[src/rtl/afe_serial_loader.sv]
module afe_serial_loader #(
  parameter int NCH = 3,
  parameter int AW = 3,
  parameter int DW = 8,
  parameter int DIV = 8,
  parameter int GAP_CLKS = 8,
  parameter int DEB_LEN = 16,
  parameter logic [DW-1:0] CFG_DEFAULT = 8'h32,
  parameter logic [DW-1:0] MUX_DEFAULT = 8'h09
) (
  input  logic           clk,
  input  logic           rst_n,
  input  logic           ext_mode,
  input  logic           ext_sclk,
  input  logic           ext_sdata,
  input  logic [NCH-1:0] ext_sload_n,
  input  logic           adj_btn,
  input  logic [AW-1:0]  sw_addr,
  input  logic [DW-1:0]  sw_data,
  input  logic [NCH-1:0] ch_en,
  output logic           sclk,
  output logic           sdata,
  output logic [NCH-1:0] sload_n,
  output logic           busy
);
  localparam int FW = 1 + AW + DW;
  localparam int PW = $clog2(DIV);
  localparam int BW = $clog2(FW);
  localparam int GW = $clog2(GAP_CLKS);
  localparam int DBW = $clog2(DEB_LEN);
  localparam int LAST_REG = (1 << AW) - 1;

  typedef enum logic [1:0] {ST_IDLE, ST_LOAD, ST_SHIFT, ST_GAP} st_t;

  st_t           st;
  logic          init_run;
  logic [AW-1:0] idx;
  logic [PW-1:0] ph;
  logic [BW-1:0] bitn;
  logic [GW-1:0] gcnt;
  logic [FW-1:0] shreg;
  logic [NCH-1:0] mask;

  logic [1:0]     btn_sync;
  logic           btn_db, btn_db_q;
  logic [DBW-1:0] dcnt;
  logic           press;

  function automatic logic [DW-1:0] dflt(input logic [AW-1:0] a);
    case (a)
      AW'(0):  dflt = CFG_DEFAULT;
      AW'(1):  dflt = MUX_DEFAULT;
      default: dflt = '0;
    endcase
  endfunction

  always_ff @(posedge clk or negedge rst_n) begin
    if (!rst_n) begin
      btn_sync <= '0;
      btn_db   <= 1'b0;
      btn_db_q <= 1'b0;
      dcnt     <= '0;
    end else begin
      btn_sync <= {btn_sync[0], adj_btn};
      btn_db_q <= btn_db;
      if (btn_sync[1] == btn_db) begin
        dcnt <= '0;
      end else if (dcnt == DBW'(DEB_LEN - 1)) begin
        btn_db <= btn_sync[1];
        dcnt   <= '0;
      end else begin
        dcnt <= dcnt + 1'b1;
      end
    end
  end

  assign press = btn_db & ~btn_db_q;

  always_ff @(posedge clk or negedge rst_n) begin
    if (!rst_n) begin
      st       <= ST_LOAD;
      init_run <= 1'b1;
      idx      <= '0;
      ph       <= '0;
      bitn     <= '0;
      gcnt     <= '0;
      shreg    <= '0;
      mask     <= '0;
    end else begin
      case (st)
        ST_IDLE: begin
          if (press && !ext_mode && (|ch_en)) begin
            shreg <= {1'b0, sw_addr, sw_data};
            mask  <= ch_en;
            ph    <= '0;
            bitn  <= '0;
            st    <= ST_SHIFT;
          end
        end
        ST_LOAD: begin
          shreg <= {1'b0, idx, dflt(idx)};
          mask  <= '1;
          ph    <= '0;
          bitn  <= '0;
          st    <= ST_SHIFT;
        end
        ST_SHIFT: begin
          if (ph == PW'(DIV - 1)) begin
            ph <= '0;
            if (bitn == BW'(FW - 1)) begin
              gcnt <= '0;
              st   <= ST_GAP;
            end else begin
              bitn  <= bitn + 1'b1;
              shreg <= {shreg[FW-2:0], 1'b0};
            end
          end else begin
            ph <= ph + 1'b1;
          end
        end
        ST_GAP: begin
          if (gcnt == GW'(GAP_CLKS - 1)) begin
            if (!init_run) begin
              st <= ST_IDLE;
            end else if (idx == AW'(LAST_REG)) begin
              init_run <= 1'b0;
              st       <= ST_IDLE;
            end else begin
              idx <= idx + 1'b1;
              st  <= ST_LOAD;
            end
          end else begin
            gcnt <= gcnt + 1'b1;
          end
        end
        default: st <= ST_IDLE;
      endcase
    end
  end

  logic shifting;
  assign shifting = (st == ST_SHIFT);
  assign busy     = (st != ST_IDLE);
  assign sclk     = ext_mode ? ext_sclk : (!shifting || (ph >= PW'(DIV / 2)));
  assign sdata    = ext_mode ? ext_sdata : (shifting & shreg[FW-1]);
  assign sload_n  = ext_mode ? ext_sload_n : (shifting ? ~mask : '1);
endmodule

[config.mk]
export PLATFORM = sky130hd
export DESIGN_NAME = afe_serial_loader
export DESIGN_NICKNAME = d
export VERILOG_FILES = /design/src/rtl/afe_serial_loader.sv
export SDC_FILE = /design/constraint.sdc
export NUM_CORES = 1
export LEC_CHECK = 0
export ABC_AREA = 1
export CAP_MARGIN = 20
export CORE_MARGIN = 2
export CORE_UTILIZATION = 35
export CTS_CLUSTER_DIAMETER = 30
export DETAILED_ROUTE_END_ITERATION = 16
export PLACE_DENSITY = 0.61
export SYNTH_ARGS = -nofsm -noshare
export SYNTH_HDL_FRONTEND = slang
export SYNTH_SLANG_ARGS = --single-unit
[constraint.sdc]
create_clock -name clk -period 1.8 [get_ports clk]
set_clock_uncertainty 0.15 [all_clocks]
set_input_delay 0.27 -clock clk [delete_from_list [all_inputs] [get_ports clk]]
set_output_delay 0.27 -clock clk [all_outputs]
set_load 0.01 [all_outputs]
==> results.py, run 1 <==
metrics = {
    "outcome": {
        "status": "complete, but fails checks",
        "violations": "setup timing",
    },
    "global_routing": {
        "track_usage_pct": 14.3,
        "grt_overflow": 0,
        "grt_max_degree": 22,
        "grt_first_pass_wirelength_um": 8190,
        "antenna_found_initial": 0,
        "grt_pass1_vias": 1827,
    },
    "timing": {
        "slew_headroom_pct": 66.8,
        "fmax_mhz": 532,
        "rsz0062_at_grt": "yes",
        "timing.hold.ws_ns": 0.212,
        "final_max_slew_viol_count": 0,
        "min_period_ns": 1.88,
        "setup_tns_ns": -0.136,
        "worst_slack_ns": -0.0810,
        "tightest_slew_ns": 0.498,
        "fin_crit_sh_pct": 105,
        "final-setup-viol-count": 4,
        "hold_viol": 0,
    },
    "clocking": {
        "tritoncts": "done",
        "htreeDepth": 2,
        "clock_path_buffers": 2,
        "clock-sinks": 39,
        "cts_buffers": 5,
        "clk_pin_slew_ns": 0.07,
        "insertion_delay_ns": 0.30,
        "clock-root-buffer": "clkbuf_8",
    },
    "detailed_routing": {
        "totalWireLength_um": 4580,
        "drcViolationCount": 0,
        "firstDrtPassIters": 4,
        "ant_nets": 0,
        "routedWlPerCell_um": 11.7,
        "vias": 1815,
        "vias_per_cell": 4.64,
        "drt_iter0_drc": 54,
    },
    "synthesis": {
        "synth_area_leaders": "dfrtp_1 43%, nand2_1 16%, ha_1 8.6%, nand3_1 8.0%, inv_1 3.3%",
        "syn_area_mm2": 0.00218,
        "syn_area_per_cell_um2": 8.28,
        "synth_fp_nets": 301,
        "synthArstFlopShare_pct": 100,
        "synthTopCellsByCount": "94 x nand2_1, 37 x dfrtp_1, 35 x nand3_1",
        "seq_area_frac_synth_pct": 44.9,
        "yosysWarnings": 0,
        "synth-main-ff-cell": "dfrtp_1",
        "synth_top_area_share_pct": 42.5,
        "yosysMostFrequentCell": "nand2_1",
        "synth-edff-count": 0,
        "syn-instance-count": 263,
        "synth-seq-cells": 39,
        "synth_largest_area_cell": "dfrtp_1",
        "synth.distinct_cells": 28,
    },
    "setup_path": {
        "cp.arrival_ns": 1.46,
        "critPathBufInv": 3,
        "slowest_delay_ns": 0.54,
        "crit_cells": 6,
        "r2r-start": "st[0]",
        "cp-start-kind": "register",
        "cp.required_ns": 1.38,
        "critPathMaxFanout": 4,
        "r2r_setup_slack_ns": 0.04,
        "timing.rr.end": "shreg[1]",
        "crit_type": "reg -> out",
        "worstPathCellList": "inv_2 > ha_4 > inv_4 > nor2_4 > a22o_4 > buf_6",
        "end_kind": "output pin",
        "reg2regPathDepth": 10,
        "slowest_stage": "dfstp_2",
        "cp_top_family": "flip-flops",
    },
    "floorplan": {
        "die_w_um": 82.9,
        "die-area_mm2": 0.00687,
        "core_area_mm2": 0.00596,
        "io_pins": 29,
        "start_util_pct": 36.6,
        "row_count": 28,
        "die_h_um": 82.9,
    },
    "finish": {
        "final_nets": 353,
        "syn_to_final_growth_pct": 34.4,
        "final_cells": 391,
        "utilization_pct": 49.2,
        "drive_gt1_share_pct": 21.5,
        "diodes": 0,
    },
    "place": {
        "place.gp.congestion": 0.800,
        "dpl_worst_slack_ns": -0.307,
        "dp_cells": 378,
        "place.detailed.hpwl_um": 3300,
        "port_buffers": 28,
    },
    "min_path": {
        "worstHoldPathCells": 0,
        "min_from": "btn_sync[0]",
        "hold-path-endpoint": "btn_sync[1]",
        "hold_class": "reg -> reg",
    },
    "job": {
        "max_cap_violations": 0,
    },
    "power_and_ir_drop": {
        "pwr_density_cell_mw_per_mm2": 1590,
        "irDropWorstVdd_mv": 0.576,
        "leakage_nw": 1.47,
    },
}
## how the worst max path moves through the flow
| stage | startpoint | endpoint | slack (ns) |
|---|---|---|---|
| floorplan | st[0] | shreg[10] | 0.03 |
| global placement | ext_mode | sdata | -0.28 |
| detailed placement | ext_mode | sdata | -0.31 |
| CTS | st[0] | sdata | -0.12 |
| global route | st[0] | sdata | -0.14 |
| finish | st[0] | sdata | -0.08 |
## stage by stage
step	total power [mW]	area, µm²
2_1_floorplan	2.73	2180
3_3_place_gp	3.38	2660
3_5_place_dp	3.42	2660
4_1_cts	4.47	2850
5_1_grt	5.06	2930
6_report	4.65	2930
## worst reg2reg max path, cell delays in order, from the launching register on
cell       delay [ns]
dfstp_2          0.54
inv_2            0.05
buf_4            0.13
ha_4             0.30
nand2_4          0.06
inv_4            0.07
clkbuf_16        0.14
nand2_1          0.05
nand3_1          0.07
nand3_1          0.08
nand2_1          0.07
## cell usage in the layout (no fill, tap or decap), drive strengths merged
master	instances
inv	22
clkinvlp	1
nand3b	2
buf	28
ha	15
dfstp	2
clkdlybuf4s50	21
nand2	98
xnor2	3
a22o	1
clkinv	1
bufinv	2
o211ai	3
nand4	5
nand3	36
mux2	1
dlygate4sd3	1
xor2	2
a21oi	4
clkbuf	6
o21ai	10
dfrtp	37
nor2	15
## where the power goes
| part | total (mW) | leakage, nW | switching [mW] | internal, mW |
|---|---|---|---|---|
| clock | 0.877 | 0.0644 | 0.324 | 0.553 |
| sequential | 1.28 | 0.507 | 0.154 | 1.12 |
| combinational | 2.50 | 0.897 | 1.34 | 1.16 |
| total | 4.65 | 1.47 | 1.82 | 2.83 |
## state kept, by name, summed over array words and instances, names as in the netlist
name      count
btn_db        1
mask          3
idx           3
gcnt          3
bitn          4
btn_sync      2
dcnt          4
btn_db_q      1
shreg        12
ph            3
init_run      1
st            2
## routing by layer
metal	track usage (%)	part of all wire, %	up-vias
met5	0	0	-
li1	-	-	955
met2	24.6	48	29
met1	17.8	47	827
met4	4.47	1.1	0
met3	3.18	3.4	4
## repair_timing
action	4_1_cts	5_1_grt
endpoints found under the hold margin	17	0
cloned	0	1
setup endpoints to repair	27	31
pin swaps	3	6
resized for setup	34	19
buffers inserted	2	1
hold buffers	1	0
## area by class of cell
| cell class | instances | area [µm²] |
|---|---|---|
| Clock buffer | 5 | 68.8 |
| Clock inverter | 3 | 67.6 |
| Fill cell | 578 | 3030 |
| Inverter | 23 | 98.8 |
| Multi-Input combinational cell | 195 | 1110 |
| Sequential cell | 39 | 978 |
| Tap cell | 75 | 93.8 |
| Timing Repair Buffer | 51 | 510 |
## logic make-up after synthesis
family	share of synthesized area, %
simple gates	31.9
buf+inv	7.35
fa+ha+maj	8.62
xor+xnor	2.01
compound gates	4.71
flops	44.9
mux	0.517
(Power assumes the default switching activity.)
==> inputs of run 2 (changes only) <==
--- a/config.mk
+++ b/config.mk
@@ -6,7 +6,7 @@
 export NUM_CORES = 1
 export LEC_CHECK = 0
 export ABC_AREA = 1
-export CAP_MARGIN = 20
+export CAP_MARGIN = 5
 export CORE_MARGIN = 2
 export CORE_UTILIZATION = 35
 export CTS_CLUSTER_DIAMETER = 30
==> constraint.sdc (replaced) <==
create_clock -name clk -period 1.7 [get_ports clk]
set_clock_uncertainty 0.15 [all_clocks]
set_input_delay 0.255 -clock clk [delete_from_list [all_inputs] [get_ports clk]]
set_output_delay 0.255 -clock clk [all_outputs]
set_load 0.01 [all_outputs]
==> run 2 against run 1 <==
  * The flow still finishes with violations (setup timing)
  * Worst hold slack improved by 0.0027 ns
  * Global-route usage grew 1.0 points
  * Utilization increased by 4.2 points
  * Total power is 19% higher
  * Largest cell class unchanged
==> results.py, run 2 (synthesis gave the netlist of run 1 again) <==
metrics = {
    "outcome": {
        "status": "complete, but fails checks",
        "violations": "setup timing",
    },
    "place": {
        "dp_cells": 386,
        "placed_cell_area_mm2": 0.00274,
        "place.gp.congestion": 0.732,
        "port_buffers": 28,
        "place.detailed.hpwl_um": 3410,
    },
    "timing": {
        "tightest_slew_ns": 0.405,
        "rsz0062_at_grt": "yes",
        "final_max_slew_viol_count": 0,
        "final-setup-viol-count": 22,
        "fmax_mhz": 528,
        "min_period_ns": 1.89,
        "worst_slack_ns": -0.192,
        "slew_headroom_pct": 73.0,
        "hold_viol": 0,
        "fin_crit_sh_pct": 111,
    },
    "setup_path": {
        "cp.arrival_ns": 1.49,
        "worstPathCellList": "inv_2 > ha_4 > inv_4 > nor2_2 > a22o_2 > buf_6",
        "cp-start-kind": "register",
        "critPathMaxFanout": 4,
        "end_kind": "output pin",
        "crit_type": "reg -> out",
        "cp.required_ns": 1.29,
        "slowest_stage": "dfstp_2",
        "slowest_delay_ns": 0.54,
    },
    "detailed_routing": {
        "drt_iter0_drc": 48,
        "vias": 1923,
        "routedWlPerCell_um": 12.1,
        "ant_nets": 0,
        "totalWireLength_um": 4900,
        "firstDrtPassIters": 4,
        "vias_per_cell": 4.75,
        "drcViolationCount": 0,
    },
    "finish": {
        "final_cells": 405,
        "syn_to_final_growth_pct": 46.0,
        "most-common-layout-cells": "71 x nand2_1, 37 x dfrtp_1, 31 x nand3_1, 22 x nand2_2",
        "top_regs": "shreg: 12 flops, bitn: 4 flops, dcnt: 4 flops",
        "seq_area_um2": 978,
        "regMostFlops": "shreg",
        "final_nets": 367,
        "nFillCells": 569,
        "largest_reg_flops": 12,
        "fin_area_mm2": 0.00318,
        "layout_commonest_cell": "nand2_1",
        "diodes": 0,
        "drive_gt1_share_pct": 31.8,
        "multi_input_area_mm2": 0.00124,
    },
    "floorplan": {
        "io_pins": 29,
        "row_count": 28,
        "start_util_pct": 36.6,
        "die_w_um": 82.9,
        "core_area_mm2": 0.00596,
        "die-area_mm2": 0.00687,
        "die_h_um": 82.9,
    },
    "clocking": {
        "clock-root-buffer": "clkbuf_8",
        "tritoncts": "done",
        "insertion_delay_ns": 0.29,
        "clk_pin_slew_ns": 0.07,
        "htreeDepth": 2,
        "clock-sinks": 39,
        "clock_path_buffers": 2,
        "cts_buffers": 5,
    },
    "power_and_ir_drop": {
        "leakage_nw": 1.58,
        "pwr_density_cell_mw_per_mm2": 1740,
        "irDropWorstVdd_mv": 0.962,
    },
    "min_path": {
        "hold_class": "reg -> reg",
    },
    "global_routing": {
        "track_usage_pct": 15.3,
        "grt_max_degree": 25,
        "grt_overflow": 0,
        "grt_pass1_vias": 1925,
        "antenna_found_initial": 0,
        "grt_first_pass_wirelength_um": 8660,
    },
    "job": {
        "max_cap_violations": 0,
    },
}
run 2: cell count changes in the layout (fill, tap and decap cells not counted), moves of 4 or more:
cell	previous run	this run
nand2_1	90	71
nand2_2	5	22
o21ai_0	7	3
buf_4	15	21
o21ai_2	0	4
buf_6	2	7
run 2: metrics by stage:
stage	util [%]	setup WS (ns)	TNS, ns	hold WS (ns)	power, mW
after floorplan	-	-0.00798	-0.0159	-0.191	2.93
after global placement	45.9	-0.370	-7.35	0.0514	3.75
after detailed placement	45.9	-0.434	-8.35	0.0549	3.80
after CTS	51.4	-0.203	-3.60	0.220	5.33
after global routing	53.4	-0.268	-5.71	0.233	5.99
final	53.4	-0.192	-3.13	0.214	5.54
run 2: area by class of cell:
| cell class | count | area share, % |
|---|---|---|
| Tap cell | 75 | 2.95 |
| Multi-Input combinational cell | 196 | 39.0 |
| Timing Repair Buffer | 64 | 20.6 |
| Clock inverter | 2 | 1.10 |
| Clock buffer | 6 | 2.60 |
| Inverter | 23 | 3.03 |
| Sequential cell | 39 | 30.8 |
run 2: worst paths after layout:
path / from / slack (ns) / cells after the start / to
hold reg to reg: btn_sync[0] / 0.21 / 0 / btn_sync[1]
max in group asynchronous: rst_n / 0.59 / 3 / st[0]
setup reg to reg: st[0] / -0.17 / 13 / shreg[3]
min in group asynchronous: rst_n / 0.26 / 2 / shreg[11]
hold / removal: btn_sync[0] / 0.21 / 0 / btn_sync[1]
setup / recovery: st[0] / -0.19 / 6 / sdata
run 2: report_power, final:
part	internal (mW)	leakage, nW	switching (mW)
Clock	0.475	0.0612	0.323
Sequential	1.19	0.507	0.197
Combinational	1.66	1.01	1.69
run 2: worst max-delay path: cells and delay by family (launching register included):
family / cells / cell delay [ns]
flops: 1 / 0.54
buf+inv: 3 / 0.22
compound gates: 1 / 0.22
simple gates: 1 / 0.06
fa+ha+maj: 1 / 0.16
run 2: repair_timing:
| item | 4_1_cts | 5_1_grt |
|---|---|---|
| endpoints found under the setup margin | 29 | 35 |
| resized for setup | 52 | 37 |
| hold buffers | 1 | 0 |
| hold endpoints to repair | 15 | 0 |
| buffers inserted | 7 | 2 |
| pin swaps | 6 | 10 |
| cloned | 2 | 0 |
run 2: routing by layer:
metal,global-route usage (%),vias to the layer above,part of all wire (%)
met4,5.22,0,1.5
met3,3.38,6,2.7
li1,-,989,-
met2,26.0,20,50
met5,0,-,0
met1,19.3,908,46
